$ cat src/rtl/gpio_bank_pkg.sv
package gpio_bank_pkg;

    localparam int NREG = 15;

    // Register indices; the offset of index k is k times the layout stride.
    typedef enum logic [3:0] {
        RG_LEVEL    = 4'd0,
        RG_DIR      = 4'd1,
        RG_OUT_SET  = 4'd2,
        RG_OUT_CLR  = 4'd3,
        RG_RISE_EN  = 4'd4,
        RG_FALL_EN  = 4'd5,
        RG_STATUS   = 4'd6,
        RG_DIR_SET  = 4'd7,
        RG_DIR_CLR  = 4'd8,
        RG_RISE_SET = 4'd9,
        RG_RISE_CLR = 4'd10,
        RG_FALL_SET = 4'd11,
        RG_FALL_CLR = 4'd12,
        RG_MASK     = 4'd13,
        RG_MASK2    = 4'd14
    } reg_idx_e;

    function automatic int unsigned reg_stride(input bit compact);
        return compact ? 4 : 12;
    endfunction

endpackage

$ cat src/rtl/gpio_addr_dec.sv
module gpio_addr_dec
    import gpio_bank_pkg::*;
#(
    parameter int AW      = 8,
    parameter bit COMPACT = 1'b0
) (
    input  logic [AW-1:0] addr,
    output logic          hit,
    output reg_idx_e      idx
);
    localparam int STRIDE = int'(reg_stride(COMPACT));

    logic [NREG-1:0] match;

    for (genvar i = 0; i < NREG; i++) begin : g_match
        assign match[i] = (addr == AW'(i * STRIDE));
    end

    always_comb begin
        hit = |match;
        idx = RG_LEVEL;
        for (int i = 0; i < NREG; i++) begin
            if (match[i]) idx = reg_idx_e'(4'(i));
        end
    end
endmodule

$ cat src/rtl/gpio_sync_edge.sv
module gpio_sync_edge #(
    parameter int W = 32
) (
    input  logic         clk,
    input  logic         rst_n,
    input  logic [W-1:0] pad_in,
    output logic [W-1:0] level,
    output logic [W-1:0] rise,
    output logic [W-1:0] fall
);
    typedef struct packed {
        logic [W-1:0] meta;
        logic [W-1:0] sync;
        logic [W-1:0] prev;
    } sync_t;

    sync_t s_d, s_q;

    always_comb begin
        s_d      = s_q;
        s_d.meta = pad_in;
        s_d.sync = s_q.meta;
        s_d.prev = s_q.sync;
    end

    always_ff @(posedge clk or negedge rst_n) begin
        if (!rst_n) s_q <= '0;
        else        s_q <= s_d;
    end

    assign level = s_q.sync;
    assign rise  = s_q.sync & ~s_q.prev;
    assign fall  = ~s_q.sync & s_q.prev;
endmodule

$ cat src/rtl/gpio_edge_bank.sv
module gpio_edge_bank
    import gpio_bank_pkg::*;
#(
    parameter int PINS        = 32,
    parameter int AW          = 8,
    parameter bit COMPACT_MAP = 1'b0
) (
    input  logic            clk,
    input  logic            rst_n,
    input  logic            bus_en,
    input  logic            bus_we,
    input  logic [AW-1:0]   bus_addr,
    input  logic [PINS-1:0] bus_wdata,
    output logic [PINS-1:0] bus_rdata,
    input  logic [PINS-1:0] pad_in,
    output logic [PINS-1:0] pad_out,
    output logic [PINS-1:0] pad_oe,
    output logic            irq,
    output logic            irq_alt
);
    typedef struct packed {
        logic [PINS-1:0] dir;
        logic [PINS-1:0] dout;
        logic [PINS-1:0] rise_en;
        logic [PINS-1:0] fall_en;
        logic [PINS-1:0] status;
        logic [PINS-1:0] mask;
        logic [PINS-1:0] mask2;
    } bank_t;

    bank_t st_d, st_q;

    logic            hit;
    reg_idx_e        idx;
    logic [PINS-1:0] level, rise, fall;
    logic            wr, rd;
    logic [PINS-1:0] w1c, ev;

    gpio_addr_dec #(.AW(AW), .COMPACT(COMPACT_MAP)) u_dec (
        .addr (bus_addr),
        .hit  (hit),
        .idx  (idx)
    );

    gpio_sync_edge #(.W(PINS)) u_sync (
        .clk    (clk),
        .rst_n  (rst_n),
        .pad_in (pad_in),
        .level  (level),
        .rise   (rise),
        .fall   (fall)
    );

    assign wr  = bus_en && bus_we && hit;
    assign rd  = bus_en && !bus_we && hit;
    assign w1c = (wr && idx == RG_STATUS) ? bus_wdata : '0;
    assign ev  = (rise & st_q.rise_en) | (fall & st_q.fall_en);

    always_comb begin
        st_d        = st_q;
        // clear first, then set, so a coincident new edge survives
        st_d.status = (st_q.status & ~w1c) | ev;
        if (wr) begin
            unique case (idx)
                RG_DIR:      st_d.dir     = bus_wdata;
                RG_OUT_SET:  st_d.dout    = st_q.dout | bus_wdata;
                RG_OUT_CLR:  st_d.dout    = st_q.dout & ~bus_wdata;
                RG_RISE_EN:  st_d.rise_en = bus_wdata;
                RG_FALL_EN:  st_d.fall_en = bus_wdata;
                RG_DIR_SET:  st_d.dir     = st_q.dir | bus_wdata;
                RG_DIR_CLR:  st_d.dir     = st_q.dir & ~bus_wdata;
                RG_RISE_SET: st_d.rise_en = st_q.rise_en | bus_wdata;
                RG_RISE_CLR: st_d.rise_en = st_q.rise_en & ~bus_wdata;
                RG_FALL_SET: st_d.fall_en = st_q.fall_en | bus_wdata;
                RG_FALL_CLR: st_d.fall_en = st_q.fall_en & ~bus_wdata;
                RG_MASK:     st_d.mask    = bus_wdata;
                RG_MASK2:    st_d.mask2   = bus_wdata;
                default:     ;
            endcase
        end
    end

    always_ff @(posedge clk or negedge rst_n) begin
        if (!rst_n) st_q <= '0;
        else        st_q <= st_d;
    end

    always_comb begin
        bus_rdata = '0;
        if (rd) begin
            unique case (idx)
                RG_LEVEL:   bus_rdata = level;
                RG_DIR:     bus_rdata = st_q.dir;
                RG_RISE_EN: bus_rdata = st_q.rise_en;
                RG_FALL_EN: bus_rdata = st_q.fall_en;
                RG_STATUS:  bus_rdata = st_q.status;
                RG_MASK:    bus_rdata = st_q.mask;
                RG_MASK2:   bus_rdata = st_q.mask2;
                default:    bus_rdata = '0;
            endcase
        end
    end

    assign pad_out = st_q.dout;
    assign pad_oe  = st_q.dir;
    assign irq     = |(st_q.status & st_q.mask);
    assign irq_alt = |(st_q.status & st_q.mask2);
endmodule

$ cat config.mk
export PLATFORM = sky130hd
export DESIGN_NAME = gpio_edge_bank
export DESIGN_NICKNAME = d
export VERILOG_FILES = /design/src/rtl/gpio_bank_pkg.sv /design/src/rtl/gpio_addr_dec.sv /design/src/rtl/gpio_sync_edge.sv /design/src/rtl/gpio_edge_bank.sv
export SDC_FILE = /design/constraint.sdc
export NUM_CORES = 1
export LEC_CHECK = 0
export BUFFER_PORTS_ARGS = -buffer_cell sky130_fd_sc_hd__buf_2
export CAP_MARGIN = 30
export CORE_MARGIN = 5
export CORE_UTILIZATION = 40
export CTS_CLUSTER_DIAMETER = 80
export CTS_CLUSTER_SIZE = 40
export DETAILED_ROUTE_END_ITERATION = 12
export PLACE_DENSITY = 0.69
export SLEW_MARGIN = 20
export SYNTH_ARGS = -nofsm -noshare
export SYNTH_HDL_FRONTEND = slang
export SYNTH_HIERARCHICAL = 1
export SYNTH_SLANG_ARGS = --single-unit
$ cat constraint.sdc
create_clock -name clk -period 2.6 [get_ports clk]
set_input_delay 0.26 -clock clk [delete_from_list [all_inputs] [get_ports clk]]
set_output_delay 0.26 -clock clk [all_outputs]
set_load 0.03 [all_outputs]
==> results of run 1 <==
[routing by layer]
metal	routed length [microns]	global-route usage, %	up-vias
li1	-	-	5308
met1	19830	31.41	6136
met2	23150	37.34	720
met3	4790	4.781	142
met4	2120	8.064	0
met5	0	0	-
[cells by family (layout without fill, tap and decap cells)]
group / Yosys count / in the layout / synth area share (%)
xor+xnor: 5 / 5 / 0.2892
buf+inv: 281 / 449 / 9.841
flops: 320 / 320 / 52.88
compound gates: 440 / 440 / 21.66
simple gates: 264 / 264 / 10.50
mux: 65 / 65 / 4.825
[flip-flops by register name (all words and copies together), names as in the netlist, named ones only]
register,cells
pad_oe,32
st_q,160
u_sync/level,32
u_sync/s_d,32
u_sync/s_q,32
[how the worst max path moves through the flow]
| stage | to | slack [ns] | cells past startpoint |
|---|---|---|---|
| 6_report | bus_rdata[8] | -0.29 | 14 |
| 5_1_grt | bus_rdata[8] | -0.35 | 14 |
| 4_1_cts | bus_rdata[5] | -0.19 | 14 |
| 3_5_place_dp | flop | -0.50 | 13 |
| 3_3_place_gp | flop | -0.48 | 13 |
| 2_1_floorplan | bus_rdata[3] | 0.02 | 11 |
[timing repair]
| action | in CTS | in global routing |
|---|---|---|
| endpoints found under the setup margin | 32 | 38 |
| cloned | 10 | 1 |
| pin swaps | 22 | 15 |
| setup buffers | 28 | 2 |
| hold buffers | 33 | 0 |
| endpoints found under the hold margin | 89 | 0 |
| resized for setup | 139 | 16 |
[stage by stage]
| stage | cells | cell area [sq um] | hold WS [ns] |
|---|---|---|---|
| 2_1_floorplan | 1375 | 15730 | -0.03559 |
| 3_3_place_gp | 1953 | 17140 | 0.2427 |
| 3_5_place_dp | 1953 | 17140 | 0.2587 |
| 4_1_cts | 2052 | 19100 | 0.0007133 |
| 5_1_grt | 2054 | 19190 | 0.02122 |
| 6_report | 2054 | 19190 | 0.008574 |
[where the power goes]
part,internal [mW],switching (mW)
registers,5.15,0.201
clock network,1.49,1.88
logic,0.419,0.550
total,7.06,2.63
[final cells by class]
type,instances,area share [%]
Inverter,67,1.310
Clock inverter,12,1.011
Timing Repair Buffer,351,17.03
Tap cell,511,3.332
Clock buffer,19,2.367
Multi-Input combinational cell,774,33.22
Sequential cell,320,41.73
[layout by cell type (no fill, tap or decap), drive strengths merged, types with 2 or more instances in the layout]
cell         synthesis  final
nor2b                3      3
and3b                2      2
dlygate4sd3          0     33
mux2                64     64
o21ai               34     34
nand4               11     11
o221ai              32     32
a31oi               65     65
nor3                 8      8
clkbuf              83     20
nor3b                4      4
a221o               32     32
a222oi              32     32
a32o                32     32
nand4bb              2      2
or4                  2      2
dfrtp              320    320
nand4b               4      4
o22ai                2      2
clkinv               0      7
a31o                 3      3
xor2                 3      3
nor4b                4      4
inv                 67     70
buf                131    316
nand3b               4      4
nand3               36     36
a22oi               99     99
and2b               64     64
a21boi              33     33
xnor2                2      2
nand2b               4      4
a21oi               70     70
nand2              101    101
nor2                 9      9
[critical path: stages]
cell       delay, ns
buf_8           0.11
nor4b_4         0.38
nand3_1         0.16
o22ai_1         0.16
or2_1           0.19
buf_6           0.15
buf_6           0.11
a21boi_2        0.05
o21ai_1         0.16
nand4b_1        0.15
buf_6           0.20
clkbuf_16       0.20
a31oi_4         0.19
buf_6           0.16
==> results.ini, run 1 <==
[cells_and_area]
nNetsFinal=1608
post-route-util_pct=51.19
antenna_cells=0
drive_gt1_share_pct=35.58
nFillCells=3228
regArea_sq_um=8008
multi_input_area_sq_um=6376
syn2layout_area_growth_pct=26.73

[clock_network]
clk_latency_ns=0.55
root_buffer=clkbuf_16
tritoncts=yes
numCtsBuffers=18
cts_max_level=1
clock_sinks=320
clock_path_buffers=3
clkTransAtPathRegs_ns=0.11

[placement]
dp_slack_ns=-0.5041
portBuffers=173
routabilityCongestion=0.8894
place.detailed.hpwl_microns=32470

[sta]
maxSlewHeadroom_pct=61.68
setup_violations=32
worst_pin_slew_ns=0.5748
drv_slew=0
clock_skew_ns=0.02933
final-hold-violation-count=0
finalCritPeriodShare_pct=111.2
period_needed_ns=2.892
finalWorstSetupSlack_ns=-0.2918
rsz0062_at_grt=yes
clock.fmax_mhz=345.8
finalSetupTns_ns=-7.987

[synthesis]
ys_async_sr_fraction_pct=100.0
ys_seq_elements=320
avgSynthCellArea_sq_um=11.01
synth-edff-count=0
ys_seq_area_share_pct=52.88
synth.most_common_cell=dfrtp_1
synthFlopType=dfrtp_1
synth_top_area_share_pct=52.88
syn_area_sq_um=15140
yosysUniqueCellTypes=58
postSynthCellCount=1375
ys_warn_count=6
synthTopCellsByCount=320 x dfrtp_1, 101 x buf_4, 101 x nand2_1, 99 x a22oi_1, 83 x clkbuf_1
synthTopCellsByArea=dfrtp_1 53%, buf_4 5.0%, a22oi_1 4.9%
yosys.area.top_type=dfrtp_1
synthesis.nets=1451

[floorplanning]
die-area_sq_um=41850
fp.coreArea_sq_um=37490
ios=174
dieWidth_microns=204.6
start_util_pct=40.39
chipHeight_microns=204.6
rows=71

[grt]
grt_pass1_vias=12400
grt_max_degree=90
antenna_found_initial=0
track_usage_pct=23.19
grt_overflow=0
grt_pass1_wl_microns=76110

[critical_path]
required_ns=2.34
r2r_cells=2
crit_start=bus_addr[1]
critical_path_class=in2out
critPathCaptureType=primary output
rr_endpoint=st_q[70]
regToRegSetupSlack_ns=1.45
crit_fanout=6
crit_arrival_ns=2.63
reg2reg_from=u_sync/level[6]
setup.worst_path.start_class=input port

[drt]
dr.pass1.iters=6
post_drt_wl_per_cell_microns=24.29
drc=0
post_drt_via_cell_ratio=5.991
drt-initial-drc-count=1461
vias=12310
postRouteAntennaNets=0
wirelength_microns=49890

[power]
p_leak_nw=8.595
total_power_mw=9.694
p_per_area_nw_per_um2=505.1
vdd_drop_max_v=0.0003620

[run]
drv_cap=0

[worst_hold_path]
worstHoldStart=bus_wdata[19]
min_to=st_q[115]
hold_path.class=in2reg
min_path_cells=3

[outcome]
status=complete, but fails checks
violations=negative setup slack

No activity file was read; power rests on OpenSTA's default activity.
==> run 2, diff against run 1 <==
- PLACE_DENSITY: 0.69 -> default
==> run 2 against run 1 <==
  * The flow still finishes with violations (negative setup slack)
  * Critical path depth decreased by 1
  * Final area increased by 1.2%
  * Largest cell class unchanged
  * Critical path type unchanged
  * Worst setup slack improved by 0.044 ns
  * Total power increased by 1.8%
  * Largest power group unchanged
  * Via count unchanged
  * Cell count increased by 0.88%
  * Sequential share of layout area decreased by 0.49 points
==> results.ini, run 2 (synthesis gave the netlist of run 1 again) <==
[outcome]
status=complete, but fails checks  ; unchanged
violations=negative setup slack  ; unchanged

[grt]
antenna_found_initial=0  ; unchanged
grt_max_degree=77  ; was 90
grt_pass1_vias=12080  ; was 12,400
grt_overflow=0  ; unchanged
grt_pass1_wl_microns=76890  ; was 76,110 microns
track_usage_pct=23.69  ; was 23.19%

[worst_hold_path]
hold_path.class=in2reg  ; unchanged

[sta]
drv_slew=0  ; unchanged
finalWorstSetupSlack_ns=-0.2474  ; was -0.2918 ns
worst_pin_slew_ns=0.7156  ; was 0.5748 ns
clock_skew_ns=0.02634  ; was 0.02933 ns
maxSlewHeadroom_pct=52.29  ; was 61.68%
finalCritPeriodShare_pct=109.5  ; was 111.2%
finalSetupTns_ns=-4.886  ; was -7.987 ns
period_needed_ns=2.847  ; was 2.892 ns
final-hold-violation-count=0  ; unchanged
rsz0062_at_grt=yes  ; unchanged
clock.fmax_mhz=351.2  ; was 345.8 MHz
setup_violations=33  ; was 32

[power]
p_leak_nw=8.738  ; was 8.595 nW
total_power_mw=9.871  ; was 9.694 mW
p_per_area_nw_per_um2=508.3  ; was 505.1 nW/um^2
vdd_drop_max_v=0.0003633  ; was 0.0003620 V

[critical_path]
required_ns=2.34  ; about the same
critPathCaptureType=primary output  ; unchanged
crit_fanout=10  ; was 6
path_cells=buf_8, buf_4, and3b_1, o2111ai_2, nand4_2, buf_6, nand2_4, nor2_4, buf_12, buf_12, a222oi_1, a31oi_4, buf_6  ; was buf_8, nor4b_4, nand3_1, o22ai_1, or2_1, buf_6, buf_6, a21boi_2, o21ai_1, nand4b_1, buf_6, clkbuf_16, a31oi_4, buf_6
cp_slowest_stage_delay_ns=0.53  ; was 0.38 ns
cpLargestDelayFamily=compound AO/OA/AOI/OAI gates  ; was buffers and inverters
slowest_stage=a222oi_1  ; was nor4b_4
crit_arrival_ns=2.59  ; was 2.63 ns
path_buf_inv=6  ; unchanged
setup.worst_path.start_class=input port  ; unchanged
critical_path_class=in2out  ; unchanged

[run]
drv_cap=0  ; unchanged

[floorplanning]
chipHeight_microns=204.6  ; unchanged
start_util_pct=40.39  ; unchanged
ios=174  ; unchanged
die-area_sq_um=41850  ; unchanged
fp.coreArea_sq_um=37490  ; unchanged
dieWidth_microns=204.6  ; unchanged
rows=71  ; unchanged

[drt]
postRouteAntennaNets=0  ; unchanged
drc=0  ; unchanged
dr.pass1.iters=8  ; was 6
post_drt_wl_per_cell_microns=24.97  ; was 24.29 microns
vias=12310  ; unchanged
drt-initial-drc-count=1411  ; was 1,461
post_drt_via_cell_ratio=5.939  ; was 5.991
wirelength_microns=51730  ; was 49,890 microns

[cells_and_area]
mostFrequentLayoutCells=320 x dfrtp_1, 133 x buf_2, 100 x nand2_1  ; unchanged
nNetsFinal=1624  ; was 1,608
drive_gt1_share_pct=36.77  ; was 35.58%
syn2layout_area_growth_pct=28.23  ; was 26.73%
antenna_cells=0  ; unchanged
largest_reg_flops=160  ; unchanged
nFillCells=3289  ; was 3,228
final_area_sq_um=19420  ; was 19,190 sq um
top_register=st_q  ; unchanged
final_common_cell=dfrtp_1  ; unchanged
post-route-util_pct=51.80  ; was 51.19%

[placement]
dpl_cell_area_sq_um=17240  ; was 17,140 sq um
place.detailed.hpwl_microns=32780  ; was 32,470 microns
portBuffers=173  ; unchanged
routabilityCongestion=0.8425  ; was 0.8894

[clock_network]
clk_latency_ns=0.55  ; about the same
clock_sinks=320  ; unchanged
clkTransAtPathRegs_ns=0.10  ; was 0.11 ns
root_buffer=clkbuf_16  ; unchanged
numCtsBuffers=19  ; was 18
cts_max_level=1  ; unchanged
tritoncts=yes  ; unchanged
clock_path_buffers=3  ; unchanged

-- run 2: path summary, 6_finish.rpt --
check / start / endpoint / slack [ns] / cells after the start
setup / recovery: bus_addr[6] / bus_rdata[24] / -0.25 / 13
setup reg to reg: u_sync/level[25] / st_q[89] / 1.45 / 2
hold / removal: bus_wdata[30] / st_q[126] / 0.03 / 3
hold reg to reg: u_sync/s_d[56] / u_sync/level[24] / 0.35 / 0
min in group asynchronous: rst_n / u_sync/s_d[36] / 0.32 / 2
max in group asynchronous: rst_n / u_sync/s_d[55] / 1.47 / 3
-- run 2: cell type report --
class	count	area [sq um]	share of cell area, %
sequential	320	8008	41.24
timing repair buffer	366	3427	17.65
tap	511	639.4	3.293
inverter	67	251.5	1.295
clock buffer	23	510.5	2.629
multi-input combinational	774	6410	33.01
clock inverter	11	172.7	0.8892
-- run 2: through the flow --
step / std cells / setup WS, ns / hold slack [ns]
detailed placement: 1958 / -0.4057 / 0.3274
global route: 2072 / -0.3126 / 0.02799
CTS: 2060 / -0.2042 / 0.009989
finish: 2072 / -0.2474 / 0.03347
global placement: 1958 / -0.4548 / 0.3336
floorplan: 1375 / 0.01585 / -0.03559
-- run 2: report_power, final --
group	switching (mW)	internal [mW]
clock	1.96	1.55
sequential	0.204	5.15
combinational	0.566	0.447
-- run 2: worst min-delay path: cells and delay by family --
kind	cells	cell delay (ns)
buffers and inverters	1	0.16
AND/OR/NAND/NOR	2	0.11
-- run 2: routing by layer --
layer	global-route usage, %	vias up	part of all wire, %
li1	-	5357	-
met1	33.99	6206	42
met2	38.80	619	47
met3	2.707	124	7.8
met5	0	-	0
met4	5.791	0	3.4
-- run 2: what timing repair did --
action,4_1_cts,5_1_grt
setup endpoints to repair,32,33
setup buffers,27,10
pin swaps,41,36
hold buffers,34,0
resized for setup,137,24
cloned,7,5
hold endpoints to repair,102,0
